<file path="config.mk">
export PLATFORM = sky130hd
export DESIGN_NAME = wave_dispatch
export DESIGN_NICKNAME = d
export VERILOG_FILES = /design/src/rtl/wd_pkg.sv /design/src/rtl/wd_slot_ledger.sv /design/src/rtl/wd_pick_simd.sv /design/src/rtl/wd_req_seq.sv /design/src/rtl/wave_dispatch.sv
export SDC_FILE = /design/constraint.sdc
export NUM_CORES = 1
export LEC_CHECK = 0
export ABC_AREA = 1
export ABC_CLOCK_PERIOD_IN_PS = 6850
export BUFFER_PORTS_ARGS = -buffer_cell sky130_fd_sc_hd__buf_2
export CORE_UTILIZATION = 53
export CTS_CLUSTER_DIAMETER = 50
export DETAILED_ROUTE_END_ITERATION = 8
export GPL_TIMING_DRIVEN = 1
export PLACE_DENSITY_LB_ADDON = 0.2
export SYNTH_ARGS = -nofsm -noshare
export SYNTH_HDL_FRONTEND = slang
export SYNTH_SLANG_ARGS = --single-unit
export TNS_END_PERCENT = 1
</file>
<file path="constraint.sdc">
create_clock -name clk -period 6.85 [get_ports clk]
set_input_delay 2.055 -clock clk [delete_from_list [all_inputs] [get_ports clk]]
set_output_delay 2.055 -clock clk [all_outputs]
set_load 0.02 [all_outputs]
</file>
<file path="src/rtl/wd_pkg.sv">
package wd_pkg;

  typedef enum logic [0:0] {
    WD_IDLE = 1'b0,
    WD_RUN  = 1'b1
  } wd_state_e;

  // Wavefronts needed for a thread count: ceil(thr / 2**lane_bits).
  function automatic logic [31:0] waves_for(input logic [31:0] thr,
                                            input int unsigned lane_bits);
    logic [31:0] low_mask;
    low_mask = (32'd1 << lane_bits) - 32'd1;
    return (thr >> lane_bits) + (((thr & low_mask) != 32'd0) ? 32'd1 : 32'd0);
  endfunction

endpackage

</file>
<file path="src/rtl/wd_slot_ledger.sv">
module wd_slot_ledger #(
  parameter int NUM_SIMD = 4,
  parameter int SLOTS    = 10,
  parameter int CNT_W    = 4,
  parameter int SEL_W    = 2
) (
  input  logic                           clk,
  input  logic                           rst_n,
  input  logic                           alloc_valid,
  input  logic [SEL_W-1:0]               alloc_sel,
  input  logic                           release_valid,
  input  logic [SEL_W-1:0]               release_sel,
  output logic [NUM_SIMD-1:0][CNT_W-1:0] free_cnt
);

  for (genvar g = 0; g < NUM_SIMD; g++) begin : g_simd
    logic [CNT_W-1:0] used_q;
    logic             take;
    logic             give;

    assign take = alloc_valid   && (alloc_sel   == SEL_W'(g));
    assign give = release_valid && (release_sel == SEL_W'(g));

    always_ff @(posedge clk) begin
      if (!rst_n) used_q <= '0;
      else        used_q <= used_q + CNT_W'(take) - CNT_W'(give);
    end

    assign free_cnt[g] = CNT_W'(SLOTS) - used_q;

    // a launch never lands on a full SIMD
    assert_no_overflow_R6: assert property (@(posedge clk) disable iff (!rst_n)
      take |-> (used_q != CNT_W'(SLOTS)));
    // a retirement only frees a slot that is held
    assert_no_underflow_R10: assert property (@(posedge clk) disable iff (!rst_n)
      give |-> (used_q != '0));
  end

endmodule

</file>
<file path="src/rtl/wd_pick_simd.sv">
module wd_pick_simd #(
  parameter int NUM_SIMD = 4,
  parameter int CNT_W    = 4,
  parameter int SEL_W    = 2
) (
  input  logic                           clk,
  input  logic                           rst_n,
  input  logic [NUM_SIMD-1:0][CNT_W-1:0] free_cnt,
  output logic                           pick_valid,
  output logic [SEL_W-1:0]               pick_sel
);

  always_comb begin
    pick_sel = '0;
    for (int i = 1; i < NUM_SIMD; i++) begin
      if (free_cnt[i] > free_cnt[pick_sel]) pick_sel = SEL_W'(i);
    end
  end

  assign pick_valid = (free_cnt[pick_sel] != '0);

  // Independent restatement of the choice for the checker.
  logic any_bigger;
  logic lower_tie;
  always_comb begin
    any_bigger = 1'b0;
    lower_tie  = 1'b0;
    for (int i = 0; i < NUM_SIMD; i++) begin
      if (free_cnt[i] > free_cnt[pick_sel]) any_bigger = 1'b1;
      if ((i < int'(pick_sel)) && (free_cnt[i] == free_cnt[pick_sel])) lower_tie = 1'b1;
    end
  end

  // most free slots, lowest index on a tie
  assert_pick_rule_R5: assert property (@(posedge clk) disable iff (!rst_n)
    pick_valid |-> (!any_bigger && !lower_tie));

endmodule

</file>
<file path="src/rtl/wd_req_seq.sv">
module wd_req_seq
  import wd_pkg::*;
#(
  parameter int TC_W      = 16,
  parameter int PC_W      = 32,
  parameter int LANE_BITS = 6,
  parameter int WID_W     = 11,
  parameter int OUT_W     = 6
) (
  input  logic                 clk,
  input  logic                 rst_n,
  input  logic                 req_valid,
  input  logic [PC_W-1:0]      req_pc,
  input  logic [TC_W-1:0]      req_threads,
  input  logic                 launch_fire,
  input  logic                 retire_valid,
  output logic                 req_ready,
  output logic                 want_launch,
  output logic [PC_W-1:0]      cur_pc,
  output logic [LANE_BITS-1:0] cur_tail,
  output logic [WID_W-1:0]     wave_idx,
  output logic [WID_W-1:0]     wave_total,
  output logic                 done
);

  wd_state_e            state_q;
  logic [PC_W-1:0]      pc_q;
  logic [LANE_BITS-1:0] tail_q;
  logic [WID_W-1:0]     total_q;
  logic [WID_W-1:0]     idx_q;
  logic [OUT_W-1:0]     out_q;
  logic                 done_q;

  logic req_fire;
  logic all_launched;
  logic finish;

  assign req_ready    = (state_q == WD_IDLE);
  assign req_fire     = req_valid && req_ready;
  assign all_launched = (idx_q == total_q);
  assign finish       = (state_q == WD_RUN) && all_launched && (out_q == '0);
  assign want_launch  = (state_q == WD_RUN) && !all_launched;

  always_ff @(posedge clk) begin
    if (!rst_n) begin
      state_q <= WD_IDLE;
      pc_q    <= '0;
      tail_q  <= '0;
      total_q <= '0;
      idx_q   <= '0;
      out_q   <= '0;
      done_q  <= 1'b0;
    end else begin
      done_q <= finish;
      if (req_fire) begin
        state_q <= WD_RUN;
        pc_q    <= req_pc;
        tail_q  <= req_threads[LANE_BITS-1:0];
        total_q <= WID_W'(waves_for(32'(req_threads), LANE_BITS));
        idx_q   <= '0;
        out_q   <= '0;
      end else if (state_q == WD_RUN) begin
        if (launch_fire) idx_q <= idx_q + WID_W'(1);
        out_q <= out_q + OUT_W'(launch_fire) - OUT_W'(retire_valid);
        if (finish) state_q <= WD_IDLE;
      end
    end
  end

  assign cur_pc     = pc_q;
  assign cur_tail   = tail_q;
  assign wave_idx   = idx_q;
  assign wave_total = total_q;
  assign done       = done_q;

  // done lasts a single cycle
  assert_done_pulse_R7: assert property (@(posedge clk) disable iff (!rst_n)
    done |=> !done);
  // done only after nothing is outstanding
  assert_done_cause_R7: assert property (@(posedge clk) disable iff (!rst_n)
    done |-> ($past(out_q) == '0 && $past(state_q) == WD_RUN));
  // wavefront indices advance by one per launch
  assert_wave_order_R2: assert property (@(posedge clk) disable iff (!rst_n)
    launch_fire |=> (idx_q == $past(idx_q) + WID_W'(1)));
  // retirements only arrive for outstanding wavefronts
  assert_retire_bound_R10: assert property (@(posedge clk) disable iff (!rst_n)
    (retire_valid && state_q == WD_RUN) |-> (out_q != '0 || launch_fire));

endmodule

</file>
<file path="src/rtl/wave_dispatch.sv">
module wave_dispatch #(
  parameter int LANES    = 64,
  parameter int NUM_SIMD = 4,
  parameter int SLOTS    = 10,
  parameter int TC_W     = 16,
  parameter int PC_W     = 32,
  localparam int LANE_BITS   = $clog2(LANES),
  localparam int SEL_W       = (NUM_SIMD > 1) ? $clog2(NUM_SIMD) : 1,
  localparam int CNT_W       = $clog2(SLOTS + 1),
  localparam int TOTAL_SLOTS = NUM_SIMD * SLOTS,
  localparam int OUT_W       = $clog2(TOTAL_SLOTS + 1),
  localparam int WID_W       = TC_W - LANE_BITS + 1
) (
  input  logic              clk,
  input  logic              rst_n,
  input  logic              req_valid,
  output logic              req_ready,
  input  logic [PC_W-1:0]   req_pc,
  input  logic [TC_W-1:0]   req_threads,
  output logic              launch_valid,
  output logic [SEL_W-1:0]  launch_simd,
  output logic [PC_W-1:0]   launch_pc,
  output logic [WID_W-1:0]  launch_wave,
  output logic [LANES-1:0]  launch_mask,
  input  logic              retire_valid,
  input  logic [SEL_W-1:0]  retire_simd,
  output logic              done
);

  // Lane mask: full except the last wavefront, which keeps the low tail lanes.
  function automatic logic [LANES-1:0] lanes_on(input logic [LANE_BITS-1:0] tail,
                                                input logic [WID_W-1:0]     idx,
                                                input logic [WID_W-1:0]     total);
    logic [LANES-1:0] m;
    if ((idx != total - WID_W'(1)) || (tail == '0)) return '1;
    for (int b = 0; b < LANES; b++) m[b] = (b < int'(tail));
    return m;
  endfunction

  logic                           want_launch;
  logic                           pick_valid;
  logic [SEL_W-1:0]               pick_sel;
  logic [NUM_SIMD-1:0][CNT_W-1:0] free_cnt;
  logic [PC_W-1:0]                cur_pc;
  logic [LANE_BITS-1:0]           cur_tail;
  logic [WID_W-1:0]               wave_idx;
  logic [WID_W-1:0]               wave_total;
  logic                           launch_fire;

  wd_req_seq #(
    .TC_W(TC_W), .PC_W(PC_W), .LANE_BITS(LANE_BITS), .WID_W(WID_W), .OUT_W(OUT_W)
  ) u_seq (
    .clk(clk), .rst_n(rst_n),
    .req_valid(req_valid), .req_pc(req_pc), .req_threads(req_threads),
    .launch_fire(launch_fire), .retire_valid(retire_valid),
    .req_ready(req_ready), .want_launch(want_launch),
    .cur_pc(cur_pc), .cur_tail(cur_tail),
    .wave_idx(wave_idx), .wave_total(wave_total), .done(done)
  );

  wd_slot_ledger #(
    .NUM_SIMD(NUM_SIMD), .SLOTS(SLOTS), .CNT_W(CNT_W), .SEL_W(SEL_W)
  ) u_ledger (
    .clk(clk), .rst_n(rst_n),
    .alloc_valid(launch_fire), .alloc_sel(pick_sel),
    .release_valid(retire_valid), .release_sel(retire_simd),
    .free_cnt(free_cnt)
  );

  wd_pick_simd #(
    .NUM_SIMD(NUM_SIMD), .CNT_W(CNT_W), .SEL_W(SEL_W)
  ) u_pick (
    .clk(clk), .rst_n(rst_n),
    .free_cnt(free_cnt), .pick_valid(pick_valid), .pick_sel(pick_sel)
  );

  assign launch_fire  = want_launch && pick_valid;
  assign launch_valid = launch_fire;
  assign launch_simd  = pick_sel;
  assign launch_pc    = cur_pc;
  assign launch_wave  = wave_idx;
  assign launch_mask  = lanes_on(cur_tail, wave_idx, wave_total);

  // every launched wavefront has at least lane 0 enabled
  assert_mask_lane0_R3: assert property (@(posedge clk) disable iff (!rst_n)
    launch_valid |-> launch_mask[0]);
  // the address stays fixed across back-to-back launches
  assert_pc_stable_R4: assert property (@(posedge clk) disable iff (!rst_n)
    (launch_valid && $past(launch_valid)) |-> $stable(launch_pc));
  // no launch is offered while the block is idle
  assert_idle_quiet_R1: assert property (@(posedge clk) disable iff (!rst_n)
    req_ready |-> !launch_valid);

endmodule

</file>
==> metrics.yaml <==
yosys:
  ys_ff_latch: 84
  syn_nets: 941
  synthAdderAreaFrac: 0.124
  synth-simple-area-share: 0.255
  syn_area_mm2: 0.00564
  synth_compound_area_frac: 0.142
  synthMuxAreaShare: 0
  ys_seq_area_frac: 0.298
  syn_inst: 834
  synth-xor-area-share: 0.0699
  synth_area_per_cell_um2: 6.76
  synth_top_family_by_area: "simple AND/OR/NAND/NOR gates"
  ys_types: 41
  yosys_warnings: 0
floorplanning:
  initial_core_util: 0.546
  fp.dieW_um: 105
  die_h_um: 105
  pin_count: 166
  die_area_mm2: 0.0110
  coreArea_mm2: 0.0103
  row_count: 37
power_and_ir_drop:
  p_leak_nw: 3.34
  vdd_drop_max_uv: 596
  powerDensity_mw_per_mm2: 579
  totalPowerFinal_mw: 3.98
finish:
  final_layout_size_suffix_gt1_frac: 0.243
  layout.nets: 1097
  synthToLayoutAreaGrowth_pct: 22.0
  antenna_cells: 0
sta:
  fin_crit_ns: 6.62
  finalHoldWorstSlack_ns: 0.479
  slew_viol_final: 0
  fmax_ghz: 0.151
  hold_viol_final: 0
  setup_slack_ns: 0.226
  worstMarginPinSlew_ns: 0.706
  skew_ns: 0.0106
  post-route-period-util: 0.967
  setup_viol: 0
  max_slew_margin: 0.528
routing:
  dr.pass1.iters: 4
  drc: 0
  vias: 5620
  avgRoutedWirePerCell_um: 12.4
  finalWirelength_um: 14000
  drt_iter0_drc: 353
  via_per_inst: 4.97
  ant_nets: 0
setup_path:
  crit_buf_inv: 4
  cp_top_family: "simple AND/OR/NAND/NOR gates"
  path_common_cell: "nand2_1"
  endpoint_kind: "output port"
  path_class: "reg2out"
  start_kind: "flop"
  cp.arrival_ns: 4.57
  cp_slowest_cell: "dfxtp_2"
  critPathMaxFanout: 8
  max_stage_delay_ns: 0.38
  required_ns: 4.80
hold_path:
  hold_path.class: "reg2reg"
clock_tree:
  cts_sinks: 84
  clk_latency_ns: 0.36
  cts_max_level: 3
  cts_buffers: 9
  clockRootBuffer: "clkbuf_8"
  cts_tree: "yes"
  cts.clk_slew.worst_paths_ns: 0.09
  cts_buffer_depth: 2
place:
  portBuffers: 164
  place_ws_ns: 0.327
  place_hpwl_um: 10200
  gp_congestion: 0.887
outcome:
  status: "completed"
global_route:
  grt_first_pass_wirelength_um: 23200
  gr-total-overflow: 0
  antenna_found_initial: 0
  grt_pass1_vias: 5206
  track_usage: 0.255
  grt_max_degree: 51
job:
  cap_violations: 0
where the power goes:
part	internal, mW	total (mW)	switching [mW]
Combinational	1.11	3.00	1.90
Sequential	0.567	0.641	0.0743
Clock	0.138	0.338	0.201
final cells by class:
cell class | instances | area [um^2]
timing repair buffer | 174 | 898
clock inverter | 7 | 58.8
sequential | 84 | 1690
fill | 975 | 3450
multi-input combinational | 593 | 3460
inverter | 128 | 480
clock buffer | 9 | 124
tap | 136 | 170
metal layers:
layer,track usage,share of wire,vias to the layer above
met5,0,0,-
met4,0.0755,0.014,0
met3,0.0580,0.065,16
met2,0.434,0.47,173
met1,0.320,0.45,2480
li1,-,-,2951
cell families after synthesis:
family,Yosys count
AOI/OAI and AO/OA,150
DFF,84
and+or+nand+nor,344
other,1
xor gates and xnor gates,45
adders and majority gates,53
buffers and inverters,157
path summary, 6_finish.rpt:
path                                           startpoint                                      end  slack (ns)  depth (start not counted)
hold / removal               u_seq.cur_pc[2]$_SDFFE_PN0P_             u_seq.cur_pc[2]$_SDFFE_PN0P_        0.48                          2
hold reg to reg              u_seq.cur_pc[2]$_SDFFE_PN0P_             u_seq.cur_pc[2]$_SDFFE_PN0P_        0.48                          2
setup / recovery  u_ledger.g_simd[0].used_q[1]$_SDFF_PN0_                             launch_valid        0.23                         33
setup reg to reg  u_ledger.g_simd[0].used_q[1]$_SDFF_PN0_  u_ledger.g_simd[0].used_q[2]$_SDFF_PN0_        1.41                         39
metrics by stage:
stage | instances | area [um^2] | util | TNS (ns)
CTS | 1125 | 6710 | 0.650 | 0
floorplan | 834 | 5640 | - | 0
detailed placement | 1109 | 6520 | 0.631 | 0
finish | 1131 | 6880 | 0.666 | 0
global placement | 1109 | 6520 | 0.631 | 0
global route | 1131 | 6880 | 0.666 | -0.0970
repair_timing:
item,4_1_cts,5_1_grt
hold buffers,0,0
pin swaps,0,4
gates resized for setup,3,35
endpoints found under the setup margin,1,1
buffers inserted,0,6
worst min-delay path, stage by stage (launching register included):
cell	delay, ns
dfxtp_1	0.33
nor2_1	0.04
nor2_1	0.08
placed cells by master (no fill, tap or decap), types with 5 or more instances in the layout:
cell        n
fa_1        5
inv_2       6
nand3_1    38
o21ai_0    69
xnor2_1    25
nand2_2     7
buf_2     163
nor3_1     13
nor2_1    146
inv_1     121
a21oi_2     9
xor2_1     20
dfxtp_1    80
nand2_1   114
o21ai_1     7
nor2_2      9
buf_4      11
clkbuf_8    9
ha_1       44
a21oi_1    50
sequential cells by signal (all words and copies together), names as in the netlist:
register and count:
u_ledger.g_simd.used_q 16, u_seq.cur_pc 32, u_seq.cur_tail 6, u_seq.done 1
u_seq.out_q 6, u_seq.state_q 1, u_seq.wave_idx 11, u_seq.wave_total 11
Yosys cell counts (all sizes together):
master	count	area [um^2]
clkinv	1	3.75
o21ai	79	399
nor3	15	85.1
fa	5	100
buf	9	61.3
nand4	1	6.26
o22ai	2	12.5
ha	48	601
o21bai	2	15.0
nand3b	1	7.51
o21ba	1	10.0
a31oi	3	18.8
or3	1	6.26
inv	127	477
nand2	124	470
conb	1	3.75
xnor2	25	219
clkbuf	20	76.3
o32ai	1	8.76
nor2	156	613
xor2	20	175
a21oi	59	310
dfxtp	84	1680
nand3	41	218
o31ai	2	15.0
o41ai	1	8.76
nor3b	1	7.51
nor4	2	12.5
and3	2	12.5
(Power assumes the default switching activity.)
